## config.mk

```make
export PLATFORM = sky130hd
export DESIGN_NAME = gpio_event_irq
export DESIGN_NICKNAME = d
export VERILOG_FILES = /design/src/rtl/gpio_event_irq.sv
export SDC_FILE = /design/constraint.sdc
export NUM_CORES = 1
export LEC_CHECK = 0
export BUFFER_PORTS_ARGS = -buffer_cell sky130_fd_sc_hd__buf_2
export CAP_MARGIN = 15
export CELL_PAD_IN_SITES_DETAIL_PLACEMENT = 1
export CELL_PAD_IN_SITES_GLOBAL_PLACEMENT = 2
export CORE_ASPECT_RATIO = 1.5
export CORE_MARGIN = 2
export CORE_UTILIZATION = 25
export CTS_CLUSTER_DIAMETER = 80
export DETAILED_ROUTE_END_ITERATION = 7
export PLACE_DENSITY_LB_ADDON = 0.1
export SLEW_MARGIN = 40
export SYNTH_ARGS = -nofsm -noshare
export SYNTH_HDL_FRONTEND = slang
export SYNTH_SLANG_ARGS = --single-unit
export TNS_END_PERCENT = 10
```

## constraint.sdc

```tcl
create_clock -name clk -period 2.63 [get_ports clk]
set_input_delay 0 -clock clk [delete_from_list [all_inputs] [get_ports clk]]
set_output_delay 0 -clock clk [all_outputs]
set_load 0.01 [all_outputs]
```

## src/rtl/gpio_event_irq.sv

```systemverilog
module gpio_event_irq #(
  parameter int PINS_PER_PORT = 16,
  parameter int PORTS         = 2
) (
  input  logic                               clk,
  input  logic                               rst_n,
  input  logic [PORTS*PINS_PER_PORT-1:0]     pin_i,
  input  logic                               bus_we,
  input  logic [2:0]                         bus_addr,
  input  logic [PORTS*PINS_PER_PORT-1:0]     bus_wdata,
  output logic [PORTS*PINS_PER_PORT-1:0]     bus_rdata,
  output logic [PORTS-1:0]                   irq_o
);
  localparam int LINES = PORTS * PINS_PER_PORT;
  localparam logic [2:0] A_EDGE = 3'd0, A_BOTH = 3'd1, A_POL = 3'd2,
                         A_EN = 3'd3, A_STAT = 3'd4;

  logic [LINES-1:0] meta_q, sync_q, prev_q;
  logic [LINES-1:0] edge_q, both_q, pol_q, en_q, flag_q;
  logic [LINES-1:0] rise, fall, hit, clr;

  always_ff @(posedge clk or negedge rst_n) begin
    if (!rst_n) begin
      meta_q <= '0;
      sync_q <= '0;
      prev_q <= '0;
    end else begin
      meta_q <= pin_i;
      sync_q <= meta_q;
      prev_q <= sync_q;
    end
  end

  assign rise = sync_q & ~prev_q;
  assign fall = ~sync_q & prev_q;
  assign hit  = (edge_q & both_q & (rise | fall))
              | (edge_q & ~both_q & ((pol_q & rise) | (~pol_q & fall)))
              | (~edge_q & ((pol_q & sync_q) | (~pol_q & ~sync_q)));
  assign clr  = (bus_we && bus_addr == A_STAT) ? bus_wdata : '0;

  always_ff @(posedge clk or negedge rst_n) begin
    if (!rst_n) begin
      edge_q <= '0;
      both_q <= '0;
      pol_q  <= '0;
      en_q   <= '0;
      flag_q <= '0;
    end else begin
      if (bus_we && bus_addr == A_EDGE) edge_q <= bus_wdata;
      if (bus_we && bus_addr == A_BOTH) both_q <= bus_wdata;
      if (bus_we && bus_addr == A_POL)  pol_q  <= bus_wdata;
      if (bus_we && bus_addr == A_EN)   en_q   <= bus_wdata;
      flag_q <= (flag_q & ~clr) | hit;
    end
  end

  always_comb begin
    case (bus_addr)
      A_EDGE:  bus_rdata = edge_q;
      A_BOTH:  bus_rdata = both_q;
      A_POL:   bus_rdata = pol_q;
      A_EN:    bus_rdata = en_q;
      A_STAT:  bus_rdata = flag_q;
      default: bus_rdata = '0;
    endcase
  end

  for (genvar p = 0; p < PORTS; p++) begin : g_port
    assign irq_o[p] = |(flag_q[p*PINS_PER_PORT +: PINS_PER_PORT] &
                        en_q[p*PINS_PER_PORT +: PINS_PER_PORT]);
  end
endmodule

```

==> metrics.csv <==
stage;metric;value;unit
worst_setup_path;WS Path Type;flop to output port;
floorplanning;full die area;0.0494;sq mm
floorplanning;starting density of the core;25.4;%
yosys;portion of synthesized cell area occupied by the leading cell type;53.9;%
route;sum of routed wire length over all layers;37.0;mm
worst_setup_path;cell-by-cell listing of the critical path;a22o_1 -> a221oi_1 -> nand4_1 -> buf_2;
floorplanning;die width;182;um
placement;gpl congestion;0.716;
final_layout;utilization after layout;31.9;%
timing;pins over their slew limit;0;
final_layout;total number of nets in the final design;1285;
timing;setup skew after layout;0.00698;ns
clock_network;total CTS buffers;30;
power;cell area power density;765;mW/mm^2
floorplanning;core footprint;0.0468;sq mm
floorplanning;floorplan row count;97;
placement;placement-stage worst setup slack;0.779;ns
floorplanning;Chip Height;271;um
worst_setup_path;count of buffer and inverter cells on the critical path;1;
route;number of iterations in the first detailed-routing pass;6;
yosys;Distinct cells, synth;31;
clock_network;Clock Tree Buf Depth;3;
grt;antenna violations before repair;0;
placement;Port-buffer cells;103;
clock_network;clock sink count;256;
final_layout;proportion of layout cells with a drive suffix above 1;24.3;%
route;remaining antenna violation count after routing;0;
clock_network;clock slew at reported path FFs;0.06;ns
clock_network;number of setup buffers added after CTS;0;
yosys;combined area of all synthesized cells;0.0119;sq mm
route;wire per inst;20.9;um
timing;post-route minimum period;1.97;ns
yosys;Synth area leader;sky130_fd_sc_hd__dfrtp_1;
route;DRC marker count from the first detailed-route iteration;276;
power;leakage power summed over all cells;6.77;nW
worst_setup_path;Worst Setup End Kind;output port;
worst_setup_path;sort of element at the start of the critical path;flop;
clock_network;# H-tree levels;1;
placement;placed inst area;0.0132;sq mm
outcome;violations in the final reports;negative hold slack;
timing;hold slack;-0.00250;ns
grt;vias in the first global route;9104;
worst_setup_path;Critical Path Max Stage Delay;0.45;ns
worst_setup_path;Data arrival, critical path;1.97;ns
yosys;Synthesis Warnings;0;
final_layout;fill cell instance count of the final layout;5104;
yosys;per-instance average area after synthesis;12.3;sq um
run;maximum capacitance violations;0;
yosys;count leader, synth;sky130_fd_sc_hd__dfrtp_1;
clock_network;TritonCTS clock tree;yes;
final_layout;count of inserted antenna diode cells;0;
floorplanning;number of I/O pins;104;
clock_network;PostCTS Resize Cnt;0;
timing;final worst setup slack;0.656;ns
timing;total negative slack for setup checks;0;ns
timing;number of setup violations in the final report;0;
yosys;Post-Syn Nets;1104;
route;mean number of vias per cell;4.65;
clock_network;count of hold buffers inserted by post-cts repair;66;
yosys;cell types with the largest area share after synthesis;sky130_fd_sc_hd__dfrtp_1, sky130_fd_sc_hd__mux2_2, sky130_fd_sc_hd__ha_1;
outcome;outcome;finished with violations;
timing;normalized max-slew margin;53.7;%
final_layout;area growth from synthesis to layout;25.8;%
power;maximum resistive drop on vdd;0.000474;V
yosys;number of synthesized flops with an enable pin;0;
yosys;post-synthesis cell count;970;
timing;final clock period utilization by the worst path;75.0;%
worst_setup_path;delay-heaviest family, CP;compound AO/OA/AOI/OAI gates;
yosys;most instantiated flip-flop cell in the synthesis netlist;sky130_fd_sc_hd__dfrtp_1;
timing;Final Hold Viols;2;
yosys;synthesized flop and latch total;256;
grt;final global-route overflow total;0;
final_layout;Finished Cell Area;0.0150;sq mm
timing;RSZ-0062 raised after global routing;no;
route;DR vias;8231;
yosys;most used standard cells in the synthesized netlist;sky130_fd_sc_hd__dfrtp_1, sky130_fd_sc_hd__mux2_2, sky130_fd_sc_hd__inv_1, sky130_fd_sc_hd__nand2_1;
grt;pin count of the biggest net entering global routing;77;
placement;HPWL after DPL;25.3;mm
worst_hold_path;worst min-delay path class;input port to async pin;
clock_network;Root Buffer Master;sky130_fd_sc_hd__clkbuf_16;
yosys;post-synthesis sequential area ratio;53.9;%
grt;global-route wire length before repair;57.7;mm
route;DRC;0;
clock_network;clock latency on the worst-skew pair;0.57;ns
yosys;share of synthesized flip-flops with an asynchronous set or reset;100;%
timing;actual transition at the worst max-transition pin;0.695;ns
worst_setup_path;top fanout value on the critical path;3;
timing;maximum clock frequency;507;MHz
worst_setup_path;standard cell with the maximum stage delay on the critical path;sky130_fd_sc_hd__dfrtp_1;
worst_setup_path;endpoint required time on the critical path;2.63;ns
grt;total routing usage reported by global routing;15.3;%
worst register-to-register path: stages (launching register included):
cell and delay [ns]:
sky130_fd_sc_hd__dfrtp_1 0.50, sky130_fd_sc_hd__inv_1 0.08, sky130_fd_sc_hd__ha_1 0.20, sky130_fd_sc_hd__mux2_2 0.26
sky130_fd_sc_hd__o211ai_1 0.16, sky130_fd_sc_hd__o211ai_1 0.11
state kept, by name, indices dropped and copies added, names as in the netlist:
signal,cells
both_q,32
meta_q,32
flag_q,32
prev_q,32
en_q,32
pol_q,32
edge_q,32
sync_q,32
per-layer routing:
layer / vias to the layer above / global-route usage [%] / share of wire [%]
li1: 3829 / - / -
met1: 4228 / 18.5 / 41
met2: 128 / 28.5 / 54
met3: 46 / 1.81 / 2.9
met4: 0 / 4.14 / 2.2
met5: - / 0 / 0
final timing paths:
path                                      from              endpoint  slack, ns  depth (start not counted)
setup / recovery           en_q[1]$_DFFE_PN0P_              irq_o[0]       0.66                          4
hold / removal                           rst_n   sync_q[5]$_DFF_PN0_     -0.003                          2
setup reg to reg           sync_q[0]$_DFF_PN0_   flag_q[0]$_DFF_PN0_       1.20                          5
hold reg to reg            meta_q[6]$_DFF_PN0_   sync_q[6]$_DFF_PN0_       0.35                          0
max in group asynchronous                rst_n  prev_q[26]$_DFF_PN0_       1.76                          3
min in group clk                   bus_addr[1]  en_q[29]$_DFFE_PN0P_       0.05                          3
cell usage in the layout (no fill, tap or decap), drive strengths merged:
cell type | netlist | routed
dfrtp | 256 | 256
mux2 | 159 | 159
buf | 29 | 128
inv | 96 | 96
dlygate4sd3 | 0 | 66
nand2 | 65 | 65
o211ai | 64 | 64
ha | 64 | 64
o21ai | 64 | 64
a22oi | 62 | 62
clkbuf | 16 | 43
o22ai | 32 | 32
xor2 | 32 | 32
a22o | 8 | 8
a221oi | 8 | 8
clkinv | 0 | 7
bufinv | 0 | 5
o21a | 2 | 2
nand4 | 2 | 2
and4bb | 2 | 2
mux2i | 1 | 1
nand3 | 1 | 1
nand3b | 1 | 1
nor2 | 1 | 1
nor2b | 1 | 1
and2b | 1 | 1
nand4bb | 1 | 1
nor4b | 1 | 1
nand4b | 1 | 1
clkinvlp | 0 | 1
final cells by class:
cell class | count | area (sq um) | share of cell area (%)
repair buffers | 194 | 1450 | 9.68
well taps | 594 | 743 | 4.97
multi-input cells | 573 | 4890 | 32.7
inverters | 96 | 360 | 2.41
clock buffers | 43 | 921 | 6.16
clock inverters | 13 | 193 | 1.29
flip-flops and latches | 256 | 6410 | 42.8
through the flow:
stage	power [mW]	std cells
after floorplan	6.02	970
after global placement	6.81	1647
after detailed placement	6.84	1647
after CTS	11.7	1769
after global routing	12.1	1769
final	11.4	1769
cells by family (layout without fill, tap and decap cells):
logic type / count (synthesis) / in the layout / share of synthesized area, %
xor+xnor: 32 / 32 / 2.36
compound gates: 240 / 240 / 13.6
simple gates: 77 / 77 / 3.13
fa+ha+maj: 64 / 64 / 6.73
mux: 160 / 160 / 15.1
buf+inv: 141 / 346 / 5.14
flops: 256 / 256 / 53.9
power breakdown:
part           switching (mW)  total, mW  internal, mW
Clock                    1.76       4.67          2.91
Sequential              0.628       5.10          4.47
Combinational           0.780       1.67         0.892
Note: power is estimated with default switching activity, not from simulation.
